[config.mk]
export PLATFORM = sky130hd
export DESIGN_NAME = mem_addr_router
export DESIGN_NICKNAME = d
export VERILOG_FILES = /design/src/rtl/mar_pkg.sv /design/src/rtl/mar_cfg_latch.sv /design/src/rtl/mar_decode.sv /design/src/rtl/mar_bus_mirror.sv /design/src/rtl/mem_addr_router.sv
export SDC_FILE = /design/constraint.sdc
export NUM_CORES = 1
export LEC_CHECK = 0
export BUFFER_PORTS_ARGS = -buffer_cell sky130_fd_sc_hd__buf_2
export CAP_MARGIN = 20
export CORE_MARGIN = 5
export CORE_UTILIZATION = 37
export DETAILED_ROUTE_END_ITERATION = 12
export GPL_ROUTABILITY_DRIVEN = 0
export PLACE_DENSITY_LB_ADDON = 0.05
export SYNTH_ARGS = -nofsm -noshare
export SYNTH_HDL_FRONTEND = slang
export SYNTH_SLANG_ARGS = --single-unit
[constraint.sdc]
create_clock -name clk -period 1.7 [get_ports clk]
set_input_delay 0.17 -clock clk [delete_from_list [all_inputs] [get_ports clk]]
set_output_delay 0.17 -clock clk [all_outputs]
set_load 0.01 [all_outputs]
[src/rtl/mar_pkg.sv]
package mar_pkg;

    localparam int ADDR_W   = 32;
    localparam int WORD_LSB = 2;
    localparam int LANES    = 4;

    typedef enum logic [1:0] {
        SZ_BYTE = 2'b00,
        SZ_HALF = 2'b01,
        SZ_WORD = 2'b10,
        SZ_WRD2 = 2'b11
    } acc_size_e;

    typedef struct packed {
        logic to_int;
        logic to_ext;
    } route_t;

    typedef struct packed {
        logic                          valid;
        logic [ADDR_W-WORD_LSB-1:0]    word;
        logic                          nwr;
    } mirror_t;

    function automatic logic [LANES-1:0] lane_mask(input acc_size_e sz,
                                                   input logic [1:0] lo);
        logic [LANES-1:0] m;
        case (sz)
            SZ_BYTE: m = 4'b0001 << lo;
            SZ_HALF: m = lo[1] ? 4'b1100 : 4'b0011;
            default: m = 4'b1111;
        endcase
        return m;
    endfunction

endpackage

[src/rtl/mar_cfg_latch.sv]
module mar_cfg_latch (
    input  logic clk,
    input  logic rst,
    input  logic pin,
    output logic off_q
);
    // Tracks the pin only while reset is held; frozen afterwards.
    always_ff @(posedge clk) begin
        if (rst) begin
            off_q <= pin;
        end
    end
endmodule

[src/rtl/mar_decode.sv]
module mar_decode
    import mar_pkg::*;
#(
    parameter logic [ADDR_W-1:0] IRAM_BASE  = 32'h8000_0000,
    parameter int                IRAM_BYTES = 2048,
    localparam int               OFF_W      = $clog2(IRAM_BYTES),
    localparam int               IDX_W      = OFF_W - WORD_LSB
) (
    input  logic              req,
    input  logic [ADDR_W-1:0] addr,
    input  logic [1:0]        size,
    input  logic              off,
    output route_t            route,
    output logic [IDX_W-1:0]  idx,
    output logic [LANES-1:0]  be
);
    logic hit;

    always_comb begin
        hit          = (addr[ADDR_W-1:OFF_W] == IRAM_BASE[ADDR_W-1:OFF_W]);
        route.to_int = req & hit & ~off;
        route.to_ext = req & ~(hit & ~off);
        idx          = addr[OFF_W-1:WORD_LSB];
        be           = lane_mask(acc_size_e'(size), addr[1:0]);
    end
endmodule

[src/rtl/mar_bus_mirror.sv]
module mar_bus_mirror
    import mar_pkg::*;
(
    input  logic                       clk,
    input  logic                       rst,
    input  logic                       int_acc,
    input  logic                       busy,
    input  logic [ADDR_W-WORD_LSB-1:0] word,
    input  logic                       wr,
    output logic                       done,
    output mirror_t                    mir
);
    mirror_t nxt;

    always_comb begin
        nxt       = '0;
        nxt.valid = int_acc & ~busy;
        if (nxt.valid) begin
            nxt.word = word;
            nxt.nwr  = ~wr;
        end
    end

    always_ff @(posedge clk) begin
        if (rst) begin
            done <= 1'b0;
            mir  <= '0;
        end else begin
            done <= int_acc;
            mir  <= nxt;
        end
    end
endmodule

[src/rtl/mem_addr_router.sv]
module mem_addr_router
    import mar_pkg::*;
#(
    parameter logic [ADDR_W-1:0] IRAM_BASE  = 32'h8000_0000,
    parameter int                IRAM_BYTES = 2048,
    localparam int               OFF_W      = $clog2(IRAM_BYTES),
    localparam int               IDX_W      = OFF_W - WORD_LSB
) (
    input  logic                       clk,
    input  logic                       rst,
    input  logic                       iram_off_pin,
    input  logic                       req,
    input  logic [ADDR_W-1:0]          addr,
    input  logic                       wr,
    input  logic [1:0]                 size,
    input  logic                       refresh_busy,
    input  logic                       dma_busy,
    output logic                       iram_sel,
    output logic                       iram_wr,
    output logic [IDX_W-1:0]           iram_idx,
    output logic [LANES-1:0]           lane_be,
    output logic                       ext_req,
    output logic                       iram_done,
    output logic                       bus_mirror,
    output logic [ADDR_W-WORD_LSB-1:0] bus_ad,
    output logic                       bus_nwr,
    output logic                       bus_rfd1
);
    logic    off_q;
    route_t  route;
    mirror_t mir;

    mar_cfg_latch u_cfg (
        .clk   (clk),
        .rst   (rst),
        .pin   (iram_off_pin),
        .off_q (off_q)
    );

    mar_decode #(
        .IRAM_BASE  (IRAM_BASE),
        .IRAM_BYTES (IRAM_BYTES)
    ) u_dec (
        .req   (req),
        .addr  (addr),
        .size  (size),
        .off   (off_q),
        .route (route),
        .idx   (iram_idx),
        .be    (lane_be)
    );

    mar_bus_mirror u_mir (
        .clk     (clk),
        .rst     (rst),
        .int_acc (route.to_int),
        .busy    (refresh_busy | dma_busy),
        .word    (addr[ADDR_W-1:WORD_LSB]),
        .wr      (wr),
        .done    (iram_done),
        .mir     (mir)
    );

    assign iram_sel   = route.to_int;
    assign ext_req    = route.to_ext;
    assign iram_wr    = route.to_int & wr;
    assign bus_mirror = mir.valid;
    assign bus_ad     = mir.word;
    assign bus_nwr    = mir.nwr;
    assign bus_rfd1   = mir.valid;
endmodule

Word-level counts from Yosys, hierarchy flattened --
Cells that the tools add are included. W data, S select, Z words.
Word-level totals: register bits 34, input port bits 41, output and inout bits 50, logic and storage cells 24
Operators by class: eq/ne operators 2, shift-type cells 1, multiplexer cells 2, bitwise gates (word level) 12, reduce and logical (&&, ||, !) cells 2
Operators by type and width (number):
- $eq A21 B21 Y1 const B | 1
- $pmux W4 S2 | 1
- $and A1 B1 Y1 | 6
- $not A1 Y1 | 5
- $mux W4 | 1
- $shl A1 B2 Y4 const A | 1
- $eq A2 B1 Y1 const B | 1
- $logic_not A2 Y1 | 1
- $reduce_or A2 Y1 | 1
- $or A1 B1 Y1 | 1

Logic depth before layout (Yosys ltp) --
word-level depth 6, depth in mapped cells 4, depth with buffers taken out 3

Modules after synthesis --
Synthesis repeated with hierarchy kept, for this count alone.
Second synthesis, totals: cell total of the unflattened synthesis 105, area, all modules 1326.3 um^2
By module, submodules not included:
- mar_bus_mirror | instances 1, cells each 75, area each 1099.8 um^2, sequential area each 660.6 um^2
- mar_decode | instances 1, cells each 26, area each 176.4 um^2, sequential area each 0.0 um^2
- mar_cfg_latch | instances 1, cells each 1, area each 30.0 um^2, sequential area each 30.0 um^2
- mem_addr_router | instances 1, cells each 3, area each 20.0 um^2, sequential area each 0.0 um^2

Worst setup path after synthesis --
No wires, ideal clock.
kind reg-to-output, start point reg u_cfg.off_q, end point out iram_wr, arrival 1258 ps, data required time 1530 ps, slack 272 ps, stages on the path, launching flop included 5, buffers on the path 1, path through edfxtp_1 -> nor4b_1 -> nand2_1 -> buf_2 -> nor3_2
Between the ends: longest elaborated chain between the ends 3
Ends and longest elaborated chain:
- from (decl) | RTL line mar_cfg_latch.sv:5 | output logic off_q
- from (signal assigned) | RTL line mar_cfg_latch.sv:10 | off_q <= pin;
- $not A1 Y1 | RTL line mar_decode.sv:21 | route.to_int = req & hit & ~off;
- $and A1 B1 Y1 | RTL line mar_decode.sv:21
- $and A1 B1 Y1 | RTL line mem_addr_router.sv:66 | assign iram_wr = route.to_int & wr;
- to (decl) | RTL line mem_addr_router.sv:19 | output logic iram_wr,
No other way between the ends.

Final worst setup path --
start point reg u_cfg.off_q, end point out ext_req
Between the ends: longest elaborated chain between the ends 4
Ends and longest elaborated chain:
- $not A1 Y1 | RTL line mar_decode.sv:22 | route.to_ext = req & ~(hit & ~off);
- $and A1 B1 Y1 | RTL line mar_decode.sv:22
- $not A1 Y1 | RTL line mar_decode.sv:22
- $and A1 B1 Y1 | RTL line mar_decode.sv:22
- to (decl) | RTL line mem_addr_router.sv:22 | output logic ext_req,
No other way between the ends.

==> summary.txt <==
Clock network
  – Total CTS buffers: 5
  – Longest Clk Path Bufs: 2
  – CTS tree: built
  – H-tree levels: 2
  – Clock root cell: clkbuf_4
  – Clk sinks: 34
  – Clk pin slew, worst setup/hold paths: 90 ps
  – Clk_lat worst skew: between 300 and 400 ps

STA
  – Fin crit period: 1585 ps
  – RSZ-0062 raised after global routing: no
  – Final worst-path cycle share: 93.26%
  – Hold slack: approximately 73 ps
  – Final WS setup: 114.6 ps
  – Number of setup violations in the final report: 0
  – Final hold violation count: 0
  – Setup TNS: 0 ps
  – Slew Limit Fails: 0
  – Skew final: approximately 6.6 ps
  – FMAX: 630.8 MHz

Placement
  – Placed insts: 221
  – HPWL after detailed placement: 2.098 mm
  – DP Worst Slack: 254.4 ps
  – DP Area: ~0.0016 sq mm
  – Number of buffers added on ports: 90

Synthesis
  – Avg Synthesized Cell Area: 12.22 sq um
  – Netlist cell types: 20
  – Compound-Gate Fraction of Synth Area: 3.375%
  – Xor-xnor portion of the synthesized cell area: 0%
  – Ys Warns: 0
  – Sequential fraction of the synthesis area: 62.09%
  – Synth Instances: 91
  – Synth Area in Adders: 0%
  – Synth Area in Simple Gates: 24.86%
  – Largest family of logic cells by synthesized area: simple AND/OR/NAND/NOR gates
  – Mux contribution to synthesized area: 0%
  – Seq cells post-synth: 34
  – Synthesized area: 0.001112 sq mm

Run status
  – Status: complete, no violations

Global route
  – Tot GR Track Use: 13.18%
  – GR Overflow Total: 0
  – Largest net degree at the start of global routing: 13
  – Initial antenna violation count: 0
  – First-pass GRT wire length: 4.098 mm
  – Number of global-route vias before repair: 977

Finish
  – Number of antenna diodes: 0
  – Share of cells above drive strength 1: 59.11%
  – Area of the multi-input gates: 397.9 sq um
  – Area grow syn2layout: 54.67%
  – Utilization after layout: 60.81%
  – Finished Layout Cells: 234
  – Fillers: 255
  – Reg area: 690.7 sq um
  – Final #Nets: approximately 240
  – Post-Layout Inst Area: 0.001720 sq mm

Setup path
  – Crit-path cells: nor4b_2 -> nand2_2 -> o21a_1 -> buf_2
  – Worst EP required: about 1500 ps
  – Slowest-stage cell, CP: edfxtp_1
  – WP data arrival: roughly 1400 ps
  – Largest fanout on the critical path: 4
  – Crit-path max cell delay: 390 ps
  – Worst setup EP type: primary output
  – Critical path class: reg -> out
  – Startpoint Class: flop

Pwr
  – P per Cell Area: 855.7 mW/mm^2
  – Max rail drop VDD: approximately 0.0005 V
  – Total power: 1.472 mW
  – Leak Pwr: 0.8594 nW

Detailed routing
  – Routed vias/inst: 4.171
  – Final WL: around 2.6 mm
  – TritonRoute pass-1 iters: 4
  – DRC Markers: 0
  – Antenna Nets Post-Route: 0
  – Routed WL per cell: ~11 um
  – Iter 0 DRT Violations: 47
  – Vias: 976

Floorplanning
  – Number of cell rows: 19
  – Full die area: 0.004203 sq mm
  – Number of top-level pins: 91
  – Die Wd: 64.83 um
  – Core Footprint: about 0.0028 sq mm
  – Initial Util: 39.32%
  – Die Y: 64.83 um

Hold path
  – Worst min-delay path class: in -> reg

Job
  – Max-Cap Viols: 0
[area by class of cell]
class | instances | area share [%]
inverters | 2 | 0.4364
multi-input cells | 61 | 23.13
clock buffers | 8 | 4.073
well taps | 31 | 2.255
repair buffers | 98 | 29.96
flip-flops and latches | 34 | 40.15
[metal layers]
metal	wire length, um	global-route usage, %	vias up
met3	251	5.181	5
met4	53	8.707	0
met5	0	0	-
met1	860	11.46	422
li1	-	-	502
met2	1396	24.65	47
[layout by cell type (no fill, tap or decap)]
| cell type | count |
|---|---|
| buf_2 | 90 |
| dfxtp_1 | 33 |
| conb_1 | 20 |
| nor3_2 | 10 |
| nand2_1 | 10 |
| buf_4 | 6 |
| clkbuf_4 | 5 |
| o21bai_1 | 4 |
| nor4_2 | 3 |
| nor4b_2 | 3 |
| inv_1 | 2 |
| nor2_1 | 2 |
| nor4_1 | 2 |
| nor3b_1 | 2 |
| clkbuf_1 | 2 |
| dlygate4sd3_1 | 2 |
| nor2b_1 | 1 |
| nand4_2 | 1 |
| nand2_2 | 1 |
| o21a_1 | 1 |
| nor3_1 | 1 |
| clkbuf_16 | 1 |
| edfxtp_1 | 1 |
[flip-flops by register name, indices dropped and copies added, names as in the netlist]
register and count:
u_cfg.off_q 1, u_mir.mir 32, u_mir.done 1
[kinds of logic after synthesis]
group,after synthesis
AND/OR/NAND/NOR,36
flip-flops,34
AO/OA/AOI/OAI,5
other,1
buffers and inverters,15
[synthesized netlist by cell type]
library cell	count	area share (%)
nor4b_1	1	0.79
nand4_2	1	1.1
nor3_1	1	0.45
o21a_1	1	0.68
nor4_2	3	3.4
o21bai_1	4	2.7
nor2_1	2	0.68
buf_4	10	6.7
nor3_2	10	9.0
nor2b_1	1	0.56
inv_1	2	0.68
nor4_1	2	1.1
dfxtp_1	33	59
buf_6	1	1.0
edfxtp_1	1	2.7
buf_2	2	0.90
nor3b_1	2	1.3
conb_1	1	0.34
nor4b_2	2	2.7
nand2_1	11	3.7
[power by group]
part / internal [mW] / switching [mW]
Sequential: 0.827 / 0.00550
Clock: 0.253 / 0.237
Combinational: 0.0764 / 0.0740
Total: 1.16 / 0.316
[worst paths after layout]
| kind | slack [ps] | from | depth (start not counted) | endpoint |
|---|---|---|---|---|
| worst max-delay path | 110 | u_cfg.off_q$_DFFE_PP_ | 4 | ext_req |
| worst min-delay path | 70 | rst | 2 | u_mir.done$_SDFF_PP0_ |
| worst max register to register | 170 | u_cfg.off_q$_DFFE_PP_ | 6 | u_mir.done$_SDFF_PP0_ |
| worst min register to register | 910 | u_cfg.off_q$_DFFE_PP_ | 6 | u_mir.mir[0]$_SDFF_PP0_ |
[critical path, delay by kind of cell (launching register included)]
family	cells	cell delay [ps]
buf+inv	1	130
flops	1	390
compound gates	1	190
simple gates	2	390
[timing repair]
action,4_1_cts,5_1_grt
hold endpoints to repair,2,0
pin swaps,0,2
endpoints found under the setup margin,3,3
hold buffers,2,0
resized for setup,1,1
buffers inserted,2,1
Note: power is estimated with default switching activity, not from simulation.
